**config.mk**
```make
export PLATFORM = sky130hd
export DESIGN_NAME = part_freeze_table
export DESIGN_NICKNAME = d
export VERILOG_FILES = /design/src/rtl/part_freeze_table.sv
export SDC_FILE = /design/constraint.sdc
export NUM_CORES = 2
export LEC_CHECK = 0
export ABC_AREA = 1
export BUFFER_PORTS_ARGS = -buffer_cell sky130_fd_sc_hd__clkbuf_2
export CELL_PAD_IN_SITES_DETAIL_PLACEMENT = 1
export CELL_PAD_IN_SITES_GLOBAL_PLACEMENT = 1
export CORE_MARGIN = 5
export CORE_UTILIZATION = 35
export DETAILED_ROUTE_END_ITERATION = 16
export PLACE_DENSITY = 0.66
export REMOVE_ABC_BUFFERS = 1
export SKIP_CTS_REPAIR_TIMING = 1
export SLEW_MARGIN = 30
export SYNTH_ARGS = -nofsm -noshare
export SYNTH_HDL_FRONTEND = slang
export SYNTH_SLANG_ARGS = --single-unit
```
**constraint.sdc**
```tcl
create_clock -name clk -period 2.6 [get_ports clk]
set_input_delay 0.39 -clock clk [delete_from_list [all_inputs] [get_ports clk]]
set_output_delay 0.39 -clock clk [all_outputs]
set_load 0.02 [all_outputs]
```
**src/rtl/part_freeze_table.sv**
```systemverilog
module part_freeze_table #(
  parameter int PW = 8
) (
  input  logic          clk,
  input  logic          rst_n,
  input  logic          frz_valid,
  input  logic [PW-1:0] frz_part,
  input  logic          frz_errmsg,
  input  logic          clr_valid,
  input  logic [PW-1:0] clr_part,
  input  logic          clr_mmio,
  input  logic          clr_dma,
  input  logic          cfg_valid,
  input  logic [PW-1:0] cfg_part,
  input  logic [PW-1:0] cfg_comp,
  input  logic          cfg_en,
  input  logic          acc_valid,
  input  logic [PW-1:0] acc_part,
  input  logic [2:0]    acc_kind,
  output logic          res_valid,
  output logic [1:0]    res_verdict
);
  localparam int NPART = 1 << PW;
  localparam logic [1:0] V_PASS = 2'd0, V_DROP = 2'd1, V_ONES = 2'd2;

  logic [NPART-1:0] mm_frz, dma_frz, comp_en;
  logic [PW-1:0]    comp_id [NPART];
  logic [NPART-1:0] set_vec, clr_m, clr_d;
  logic             casc;
  logic [PW-1:0]    casc_id;
  logic             gate, is_read;
  logic [1:0]       verdict;

  assign casc    = frz_valid && frz_errmsg && comp_en[frz_part];
  assign casc_id = comp_id[frz_part];

  always_comb begin
    set_vec = '0;
    clr_m   = '0;
    clr_d   = '0;
    if (frz_valid) set_vec[frz_part] = 1'b1;
    if (casc)      set_vec[casc_id]  = 1'b1;
    if (clr_valid) begin
      clr_m[clr_part] = clr_mmio;
      clr_d[clr_part] = clr_dma;
    end
  end

  always_ff @(posedge clk) begin
    if (!rst_n) begin
      mm_frz  <= '0;
      dma_frz <= '0;
    end else begin
      mm_frz  <= set_vec | (mm_frz  & ~clr_m);
      dma_frz <= set_vec | (dma_frz & ~clr_d);
    end
  end

  always_ff @(posedge clk) begin
    if (!rst_n) comp_en <= '0;
    else if (cfg_valid) comp_en[cfg_part] <= cfg_en;
  end

  always_ff @(posedge clk) begin
    if (cfg_valid) comp_id[cfg_part] <= cfg_comp;
  end

  always_comb begin
    if (acc_kind <= 3'd1)      gate = mm_frz[acc_part];
    else if (acc_kind <= 3'd4) gate = dma_frz[acc_part];
    else                       gate = 1'b0;
  end

  assign is_read = (acc_kind == 3'd0) || (acc_kind == 3'd2);
  assign verdict = !gate ? V_PASS : (is_read ? V_ONES : V_DROP);

  always_ff @(posedge clk) begin
    if (!rst_n) begin
      res_valid   <= 1'b0;
      res_verdict <= V_PASS;
    end else begin
      res_valid   <= acc_valid;
      res_verdict <= acc_valid ? verdict : V_PASS;
    end
  end

  p_freeze_both_r2: assert property (@(posedge clk) disable iff (!rst_n)
    frz_valid |=> mm_frz[$past(frz_part)] && dma_frz[$past(frz_part)]);

  p_set_beats_clear_r10: assert property (@(posedge clk) disable iff (!rst_n)
    (frz_valid && clr_valid && clr_part == frz_part) |=>
      mm_frz[$past(clr_part)] && dma_frz[$past(clr_part)]);

  p_cascade_r9: assert property (@(posedge clk) disable iff (!rst_n)
    (frz_valid && frz_errmsg && comp_en[frz_part]) |=>
      mm_frz[$past(comp_id[frz_part])] && dma_frz[$past(comp_id[frz_part])]);

  p_clear_mm_r3: assert property (@(posedge clk) disable iff (!rst_n)
    (clr_valid && clr_mmio && !set_vec[clr_part]) |=> !mm_frz[$past(clr_part)]);

  p_clear_dma_r4: assert property (@(posedge clk) disable iff (!rst_n)
    (clr_valid && clr_dma && !set_vec[clr_part]) |=> !dma_frz[$past(clr_part)]);

  p_result_follows_r11: assert property (@(posedge clk) disable iff (!rst_n)
    acc_valid |=> res_valid);

  p_no_spurious_r11: assert property (@(posedge clk) disable iff (!rst_n)
    !acc_valid |=> !res_valid);

  p_write_never_ones_r6: assert property (@(posedge clk) disable iff (!rst_n)
    (acc_valid && !(acc_kind == 3'd0 || acc_kind == 3'd2)) |=> res_verdict != V_ONES);

  p_legal_code_r11: assert property (@(posedge clk) disable iff (!rst_n)
    res_valid |-> res_verdict != 2'd3);
endmodule

```
==> impl_metrics.py <==
metrics = {
    "run_status": {
        "status": "finished, violations left",
        "violations": "setup timing",
    },
    "power": {
        "peakVddDrop_mv": 0.600,
        "pwr_density_cell_nw_per_um2": 675,
        "p_leak_nw": 66.3,
    },
    "finish": {
        "layout_commonest_cell": "nand2_1",
        "fill_cells": 40800,
        "area_growth_pct": 23.4,
        "most-common-layout-cells": "nand2_1, edfxtp_1, o21ai_0",
        "fin_nets": 15100,
        "stdcell_area_um2": 155000,
        "drive_above_1_share": 0.151,
    },
    "placed_design": {
        "io_buffers": 55,
        "placed_cell_area_um2": 140000,
        "dp_slack_ns": -1.37,
        "gp_congestion": 0.884,
        "place_hpwl_mm": 320,
    },
    "flow_run": {
        "drv_cap": 0,
    },
    "routing": {
        "vias": 107000,
        "drt_pre_antenna_iters": 7,
        "drtIter0Drc": 9185,
        "routed_wl_mm": 495,
        "vias_per_cell": 5.33,
        "drt-wirelength-per-cell_um": 24.6,
        "drtAntennaViolNets": 0,
        "post-route-drc-count": 0,
    },
    "floorplan": {
        "core_area_um2": 356000,
        "fp-row-count": 219,
        "die_area_um2": 370000,
        "initial_core_util": 0.352,
        "die-width_um": 608,
        "io_pins": 56,
        "dieHeight_um": 608,
    },
    "worst_setup_path": {
        "start_kind": "primary input",
        "cp_top_family": "simple AND/OR/NAND/NOR gates",
        "end_kind": "register",
        "worst_path_max_delay_cell": "buf_4",
        "cp_common_cell": "nand2_1",
        "crit_buf_inv": 7,
        "cp_slowest_stage_delay_ns": 0.39,
        "cp.required_ns": 3.48,
        "crit_arrival_ns": 3.82,
        "path_max_fanout": 25,
        "crit_chain": "buf_8, buf_12, nor2_4, buf_4, a22oi_1, nand2_1, nand2_1, nand2_1, nor2_2, nor2_1, nor2_2, nand2_1, nand2_1, nand2_1, nor2_2, buf_4, nor2_4, buf_12, buf_4, nand3_1, nand3_1, nand2_1, inv_1",
        "worstSetupPathType": "primary input to register",
    },
    "sta": {
        "fin_crit_ns": 2.93,
        "setup_slack_ns": -0.335,
        "slew_headroom": 0.379,
        "hold_violations": 0,
        "rsz0062_at_grt": "yes",
        "slew_viol_final": 0,
        "fmax_mhz": 341,
        "post-route-period-util": 1.13,
        "setup_viol_count_final": 512,
        "skew_ns": 0.0782,
        "tightest_slew_ns": 0.931,
    },
    "clock_tree": {
        "root_buffer": "clkbuf_16",
        "cts.reportedPaths.clkPinSlew_ns": 0.06,
        "clock_latency_ns": 0.96,
        "clkSinkCount": 2819,
        "cts_buffer_depth": 4,
        "cts_tree": "done",
        "cts_buffers": 327,
        "h-tree-depth": 5,
    },
    "grt": {
        "groute.usage.overall": 0.254,
        "grt_pass1_wl_mm": 716,
        "antenna_found_initial": 14,
        "grt_pass1_vias": 108000,
        "global_route.overflow_total": 0,
        "grt_max_degree": 101,
    },
    "yosys": {
        "synth_warnings": 0,
        "synth-seq-cells": 2819,
        "avgSynthCellArea_um2": 8.70,
        "synth-seq-area-share": 0.614,
        "synth_cell_types": 26,
        "syn_area_um2": 125000,
        "postSynthCellCount": 14400,
    },
    "hold_path": {
        "hp-class": "primary input to register",
    },
}
per-layer routing:
layer  track usage  vias up  wire [um]
li1              -    48900          -
met1         0.344    53900     212000
met2         0.420     3486     231000
met3        0.0315      897      31000
met4        0.0932        2      20100
met5             0        -         13
per-stage QoR:
step	power, mW	instances	util	hold slack (ns)	setup TNS, ns
4_1_cts	104	20100	0.424	-0.385	-258.28
5_1_grt	107	20100	0.434	0.0358	-164.66
2_1_floorplan	52.4	13500	-	0.478	-7033.70
6_report	104	20100	0.434	0.0248	-126.08
3_3_place_gp	57.8	19500	0.394	0.491	-653.17
3_5_place_dp	57.9	19500	0.394	0.497	-661.37
flip-flops by register name, indices dropped and copies added, names as in the netlist:
| signal | cells |
|---|---|
| comp_id | 2048 |
| dma_frz | 256 |
| comp_en | 256 |
| res_valid | 1 |
| res_verdict | 2 |
| mm_frz | 256 |
worst min-delay path, cell delays in order:
cell    delay (ns)
buf_8         0.22
nor3_1        0.25
nor2_1        0.06
where the power goes:
part           leakage [nW]  switching (mW)  total, mW  internal [mW]
Sequential             24.6          0.0307       48.3           48.2
Clock                  5.21            19.7       46.6           26.9
Combinational          36.4            6.68       9.52           2.84
Total                  66.3            26.4        104           78.0
synth_stat cells:
cell	instances	area share
nand2_1	6070	0.18
edfxtp_1	2048	0.49
nand3_1	1138	0.045
o21ai_0	1057	0.042
nor2_1	1035	0.031
dfxtp_1	771	0.12
inv_1	589	0.018
clkbuf_1	457	0.014
buf_2	282	0.011
nor3_1	276	0.011
o21ai_1	145	0.0058
buf_1	137	0.0041
a22oi_1	126	0.0075
o22ai_1	74	0.0037
a21oi_1	60	0.0024
nor2_4	36	0.0032
buf_4	26	0.0016
inv_2	22	0.00066
o211ai_1	13	0.00078
nand2_2	10	0.00050
nand2_4	8	0.00072
nor2_2	8	0.00040
nand4_1	7	0.00035
clkinv_1	3	0.000090
buf_6	2	0.00018
o21a_1	1	0.000060
kinds of logic (layout without fill, tap and decap cells):
group                  count (synthesis)  count (layout)  synth area share
buffers and inverters               1518            2478            0.0492
flip-flops                          2819            2819             0.614
other                                  0               6                 0
AO/OA/AOI/OAI                       1476            1476            0.0625
AND/OR/NAND/NOR                     8588            8588             0.274
area by class of cell:
cell class / count / area, um2 / share of cell area
well taps: 4751 / 5940 / 0.0384
multi-input cells: 10100 / 45100 / 0.292
clock inverters: 133 / 1520 / 0.00985
flip-flops and latches: 2819 / 76900 / 0.497
repair buffers: 1262 / 13600 / 0.0882
inverters: 614 / 2350 / 0.0152
diodes: 6 / 15.0 / 0.0000971
clock buffers: 469 / 9170 / 0.0593
path summary, 6_finish.rpt:
check / from / endpoint / slack, ns / depth (start not counted)
setup / recovery: frz_part[0] / mm_frz[220] / -0.33 / 23
hold / removal: cfg_en / comp_en[6] / 0.02 / 3
setup reg to reg: comp_id[233][6] / dma_frz[59] / -0.31 / 17
hold reg to reg: comp_en[227] / comp_en[227] / 0.52 / 2
(Power assumes the default switching activity.)
